**config.mk**
```make
export PLATFORM = sky130hd
export DESIGN_NAME = iter_sq16
export DESIGN_NICKNAME = d
export VERILOG_FILES = /design/src/rtl/iter_sq16_pkg.sv /design/src/rtl/sq_ctrl.sv /design/src/rtl/sq_accum.sv /design/src/rtl/iter_sq16.sv
export SDC_FILE = /design/constraint.sdc
export NUM_CORES = 1
export LEC_CHECK = 0
export ABC_AREA = 1
export BUFFER_PORTS_ARGS = -buffer_cell sky130_fd_sc_hd__buf_2
export CAP_MARGIN = 40
export CORE_MARGIN = 10
export CORE_UTILIZATION = 50
export CTS_CLUSTER_DIAMETER = 40
export DETAILED_ROUTE_END_ITERATION = 10
export HOLD_SLACK_MARGIN = 0.03
export PLACE_DENSITY = 0.69
export RECOVER_POWER = 25
export SLEW_MARGIN = 20
export SYNTH_ARGS = -nofsm -noshare
export SYNTH_HDL_FRONTEND = slang
export SYNTH_SLANG_ARGS = --single-unit
```
**constraint.sdc**
```tcl
create_clock -name clk -period 2.9 [get_ports clk]
set_clock_uncertainty 0.1 [all_clocks]
set_input_delay 0.29 -clock clk [delete_from_list [all_inputs] [get_ports clk]]
set_output_delay 0.29 -clock clk [all_outputs]
set_load 0.02 [all_outputs]
```
**src/rtl/iter_sq16_pkg.sv**
```systemverilog
package iter_sq16_pkg;
  typedef enum logic {
    ST_IDLE = 1'b0,
    ST_RUN  = 1'b1
  } sq_state_t;
endpackage

```
**src/rtl/sq_ctrl.sv**
```systemverilog
module sq_ctrl
  import iter_sq16_pkg::*;
#(
  parameter int XW = 8
) (
  input  logic          clk,
  input  logic          rst_n,
  input  logic          start,
  input  logic [XW-1:0] x,
  output logic          load,
  output logic          step,
  output logic          finish,
  output logic          busy,
  output logic          done
);
  sq_state_t     st_q, st_d;
  logic [XW-1:0] rem_q, rem_d;
  logic          done_q;

  always_comb begin
    st_d   = st_q;
    rem_d  = rem_q;
    load   = 1'b0;
    step   = 1'b0;
    finish = 1'b0;
    case (st_q)
      ST_IDLE: begin
        if (start) begin
          load  = 1'b1;
          st_d  = ST_RUN;
          rem_d = x;
        end
      end
      ST_RUN: begin
        if (rem_q != '0) begin
          step  = 1'b1;
          rem_d = rem_q - XW'(1);
        end else begin
          finish = 1'b1;
          st_d   = ST_IDLE;
        end
      end
      default: st_d = ST_IDLE;
    endcase
  end

  always_ff @(posedge clk or negedge rst_n) begin
    if (!rst_n) begin
      st_q   <= ST_IDLE;
      rem_q  <= '0;
      done_q <= 1'b0;
    end else begin
      st_q   <= st_d;
      done_q <= finish;
      if (load || step) rem_q <= rem_d;
    end
  end

  assign busy = (st_q == ST_RUN);
  assign done = done_q;

  // done lasts one cycle and is preceded by a busy cycle
  a_r6_done_pulse: assert property (@(posedge clk) disable iff (!rst_n)
    done |=> !done);
  a_r6_done_after_busy: assert property (@(posedge clk) disable iff (!rst_n)
    finish |=> (done && !busy));
  // a start while running does not reload the counter
  a_r5_start_ignored: assert property (@(posedge clk) disable iff (!rst_n)
    (busy && step) |=> (rem_q == $past(rem_q) - XW'(1)));
endmodule

```
**src/rtl/sq_accum.sv**
```systemverilog
module sq_accum #(
  parameter int XW = 8,
  localparam int OW = XW + 1,
  localparam int SQW = 2 * XW
) (
  input  logic           clk,
  input  logic           rst_n,
  input  logic           load,
  input  logic           step,
  output logic [SQW-1:0] sq
);
  logic [OW-1:0]  odd_q, odd_d;
  logic [SQW-1:0] sq_q, sq_d;
  logic [SQW:0]   sum_wide;

  assign sum_wide = {1'b0, sq_q} + (SQW + 1)'(odd_q);

  always_comb begin
    odd_d = odd_q;
    sq_d  = sq_q;
    if (load) begin
      odd_d = OW'(1);
      sq_d  = '0;
    end else if (step) begin
      odd_d = odd_q + OW'(2);
      sq_d  = sum_wide[SQW-1:0];
    end
  end

  always_ff @(posedge clk or negedge rst_n) begin
    if (!rst_n) begin
      odd_q <= OW'(1);
      sq_q  <= '0;
    end else if (load || step) begin
      odd_q <= odd_d;
      sq_q  <= sq_d;
    end
  end

  assign sq = sq_q;

  // odd sequence advances by two per step
  a_r9_odd_step: assert property (@(posedge clk) disable iff (!rst_n)
    (step && !load) |=> (odd_q == $past(odd_q) + OW'(2)));
  // accumulation never carries out of the square width
  a_r9_no_overflow: assert property (@(posedge clk) disable iff (!rst_n)
    step |-> !sum_wide[SQW]);
endmodule

```
**src/rtl/iter_sq16.sv**
```systemverilog
module iter_sq16 #(
  parameter int XW = 8,
  parameter int SHIFT = 4,
  localparam int SQW = 2 * XW,
  localparam int RW = SQW - SHIFT
) (
  input  logic          clk,
  input  logic          rst_n,
  input  logic          start,
  input  logic [XW-1:0] x,
  output logic          busy,
  output logic          done,
  output logic [RW-1:0] result
);
  logic           load, step, finish;
  logic [SQW-1:0] sq;
  logic [RW-1:0]  res_q, res_d;

  sq_ctrl #(.XW(XW)) u_ctrl (
    .clk(clk), .rst_n(rst_n), .start(start), .x(x),
    .load(load), .step(step), .finish(finish), .busy(busy), .done(done)
  );

  sq_accum #(.XW(XW)) u_accum (
    .clk(clk), .rst_n(rst_n), .load(load), .step(step), .sq(sq)
  );

  assign res_d = sq[SQW-1:SHIFT];

  always_ff @(posedge clk or negedge rst_n) begin
    if (!rst_n) res_q <= '0;
    else if (finish) res_q <= res_d;
  end

  assign result = res_q;

  // result moves only together with done
  a_r7_result_stable: assert property (@(posedge clk) disable iff (!rst_n)
    !done |-> $stable(result));
  // idle outputs right after reset
  a_r1_no_done_idle: assert property (@(posedge clk) disable iff (!rst_n)
    (!busy && !$past(busy)) |-> !done);
endmodule

```
==> impl_metrics.py <==
metrics = {
    "floorplanning": {
        "rows": 27,
        "io-pin-count": 25,
        "die_area_um2": 9340,
        "core_um2": 5610,
        "dieWidth_um": 96.6,
        "initial_core_util_pct": 52.4,
        "dieHeight_um": 96.6,
    },
    "timing": {
        "finalSetupTns_ns": 0,
        "period_needed_ns": 2.09,
        "worst_pin_slew_ns": 1.17,
        "fmax_ghz": 0.479,
        "post-route-period-util_pct": 72.0,
        "finalSetupViolCount": 0,
        "max_slew_margin_pct": 21.7,
        "rsz0062_at_grt": "no",
        "slew_violations": 0,
        "hold_viol": 0,
        "worst_slack_ns": 0.812,
    },
    "power_and_ir_drop": {
        "vdd_drop_max_mv": 0.476,
        "p_sw_share_pct": 46.5,
        "power_switching_uw": 1700,
        "clkPwrFrac_pct": 15.9,
        "pwr-share-comb_pct": 52.3,
        "powerDensity_nw_per_um2": 1130,
        "leakagePower_uw": 0.00178,
        "finalPower_uw": 3660,
        "p_int_uw": 1960,
        "sequentialPowerShare_pct": 31.8,
    },
    "yosys": {
        "syn_area_um2": 2940,
        "synth_flop_cell": "dfrtp_1",
        "synth_warnings": 0,
        "async_flop_share_pct": 100,
        "synth_top_area_share_pct": 39.2,
        "synth-seq-cells": 47,
        "yosysSeqAreaShare_pct": 40.1,
        "syn_inst": 399,
        "synth.distinct_cells": 36,
        "synthTopCellsByArea": "dfrtp_1 39%, nand2_1 18%, inv_1 6.6%, nand3_1 5.6%, ha_1 5.1%",
        "yosys.area.top_type": "dfrtp_1",
        "avgSynthCellArea_um2": 7.36,
        "synth_enable_flop_cells": 0,
        "syn_nets": 423,
    },
    "route": {
        "vias_per_cell": 5.02,
        "wirelength_um": 6150,
        "drc": 0,
        "antenna_left": 0,
        "wire_per_inst_um": 12.3,
        "drtIter0Drc": 104,
        "num_vias": 2499,
        "first_pass_iters": 4,
    },
    "placed_design": {
        "numPortBuffers": 24,
        "post-dp-hpwl_um": 4650,
        "place_area_um2": 3100,
        "gp_congestion": 0.938,
        "post-place-ws_ns": 0.866,
    },
    "global_route": {
        "antenna_found_initial": 0,
        "grt_overflow": 0,
        "grt_pass1_vias": 2444,
        "track_usage_pct": 13.6,
        "grt_pass1_wl_um": 11000,
        "grt_max_degree": 27,
    },
    "setup_path": {
        "crit_fanout": 5,
        "timing.rr.start": "u_accum.odd_q[0]",
        "critPathSlowestCell": "dfstp_2",
        "startpoint": "u_accum.odd_q[0]",
        "crit_path_frequent_cell": "nand3_1",
        "worst-setup-path-type": "flop to flop",
        "end_kind": "flop",
        "worstPathCellList": "ha_1 > inv_1 > fa_1 > inv_1 > nand3_1 > nand3_1 > nand2_1 > nand3_1 > nand3_1 > nand2_1 > inv_1",
        "r2r_end": "u_accum.sq[12]",
        "arrival_ns": 2.19,
        "startpoint_type": "flop",
        "ff2ff_path_depth": 11,
        "cp_top_family": "simple AND/OR/NAND/NOR gates",
        "worstPathRequired_ns": 3.00,
        "crit_buf_inv": 3,
        "slowest_delay_ns": 0.54,
        "rrSetupSlack_ns": 0.81,
    },
    "run": {
        "max-cap-violations": 0,
    },
    "worst_hold_path": {
        "hold_class": "input pin to flop",
        "hp-start": "x[1]",
        "whs_endpoint": "u_ctrl.rem_q[1]",
        "hold_path_depth": 3,
    },
    "clock_network": {
        "root_buffer": "clkbuf_8",
        "cts_setup_buffers": 0,
        "cts_resized": 0,
        "cts_max_level": 2,
        "clk_pin_slew_ns": 0.09,
        "cts_hold_buf": 1,
        "clock-sinks": 47,
        "numCtsBuffers": 5,
        "cts_buffer_depth": 2,
        "cts_tree": "built",
        "insertion_delay_ns": 0.31,
    },
    "cells_and_area": {
        "fin_area_um2": 3230,
        "drive_gt1_share_pct": 15.5,
        "n_antenna_cell": 0,
        "final_cell_mix": "139 x nand2_1, 52 x inv_1, 46 x dfrtp_1",
        "fin_nets": 449,
        "area_growth_pct": 9.93,
        "layout_commonest_cell": "nand2_1",
    },
    "status": {
        "outcome": "complete, no violations",
    },
}
-- sequential cells by signal (all words and copies together) (netlist names) --
signal / cells
u_ctrl.busy: 1
u_accum.odd_q: 9
u_ctrl.rem_q: 8
u_ctrl.done: 1
u_accum.sq: 16
result: 12
-- how the worst max path moves through the flow --
stage / depth (start not counted) / endpoint / slack [ns]
4_1_cts: 11 / u_accum.sq[12] / 0.82
5_1_grt: 3 / u_ctrl.rem_q[1] / 0.47
2_1_floorplan: 11 / u_accum.sq[12] / 1.04
3_3_place_gp: 11 / u_accum.sq[12] / 0.91
3_5_place_dp: 9 / result[0] / 0.87
6_report: 11 / u_accum.sq[12] / 0.81
-- metal layers --
metal	GRT usage (%)	vias to the layer above	part of all wire [%]
met2	22.3	47	47
met3	3.34	9	4.7
met5	0	-	0
li1	-	1306	-
met4	4.51	0	1.4
met1	16.9	1137	47
-- metrics by stage --
stage | utilization [%] | instances | hold slack [ns]
5_1_grt | 57.6 | 498 | 0.147
2_1_floorplan | - | 399 | -0.106
3_5_place_dp | 55.2 | 489 | 0.205
4_1_cts | 57.9 | 498 | 0.131
6_report | 57.6 | 498 | 0.131
3_3_place_gp | 54.9 | 488 | 0.350
-- tightest hold or removal path, delay by kind of cell --
| kind | cells | cell delay [ns] |
|---|---|---|
| buffers and inverters | 1 | 0.08 |
| AO/OA/AOI/OAI | 2 | 0.14 |
-- layout make-up --
cell class	instances	area [µm²]
sequential	47	1180
clock buffer	5	68.8
timing repair buffer	26	134
clock inverter	3	67.6
inverter	59	224
fill	565	2380
multi-input combinational	286	1470
tap	72	90.1
-- synthesized netlist by cell type, drive strengths merged, types with 3 or more instances --
library cell	count
buf	7
nand2	154
inv	59
o21ai	28
dfrtp	46
a21oi	4
nor2	34
ha	12
o22ai	3
nand3	33
-- cell families after synthesis --
kind of cell             count (synthesis)  share of synthesized area, %
AO/OA/AOI/OAI                           43                          8.69
AND/OR/NAND/NOR                        228                          34.9
buffers and inverters                   66                          9.97
XOR/XNOR                                 2                         0.597
adder cells (fa/ha/maj)                 13                          5.79
flip-flops                              47                          40.1
-- power groups by stage --
| stage | combinational [µW] | sequential (µW) | clock, µW |
|---|---|---|---|
| after detailed placement | 1930 | 1180 | 0 |
| after CTS | 1940 | 1170 | 594 |
| after global placement | 1870 | 1170 | 0 |
| after floorplan | 1570 | 1160 | 0 |
| after global routing | 2250 | 1200 | 615 |
| final | 1920 | 1160 | 584 |
Power figures use the tool's default switching activity.
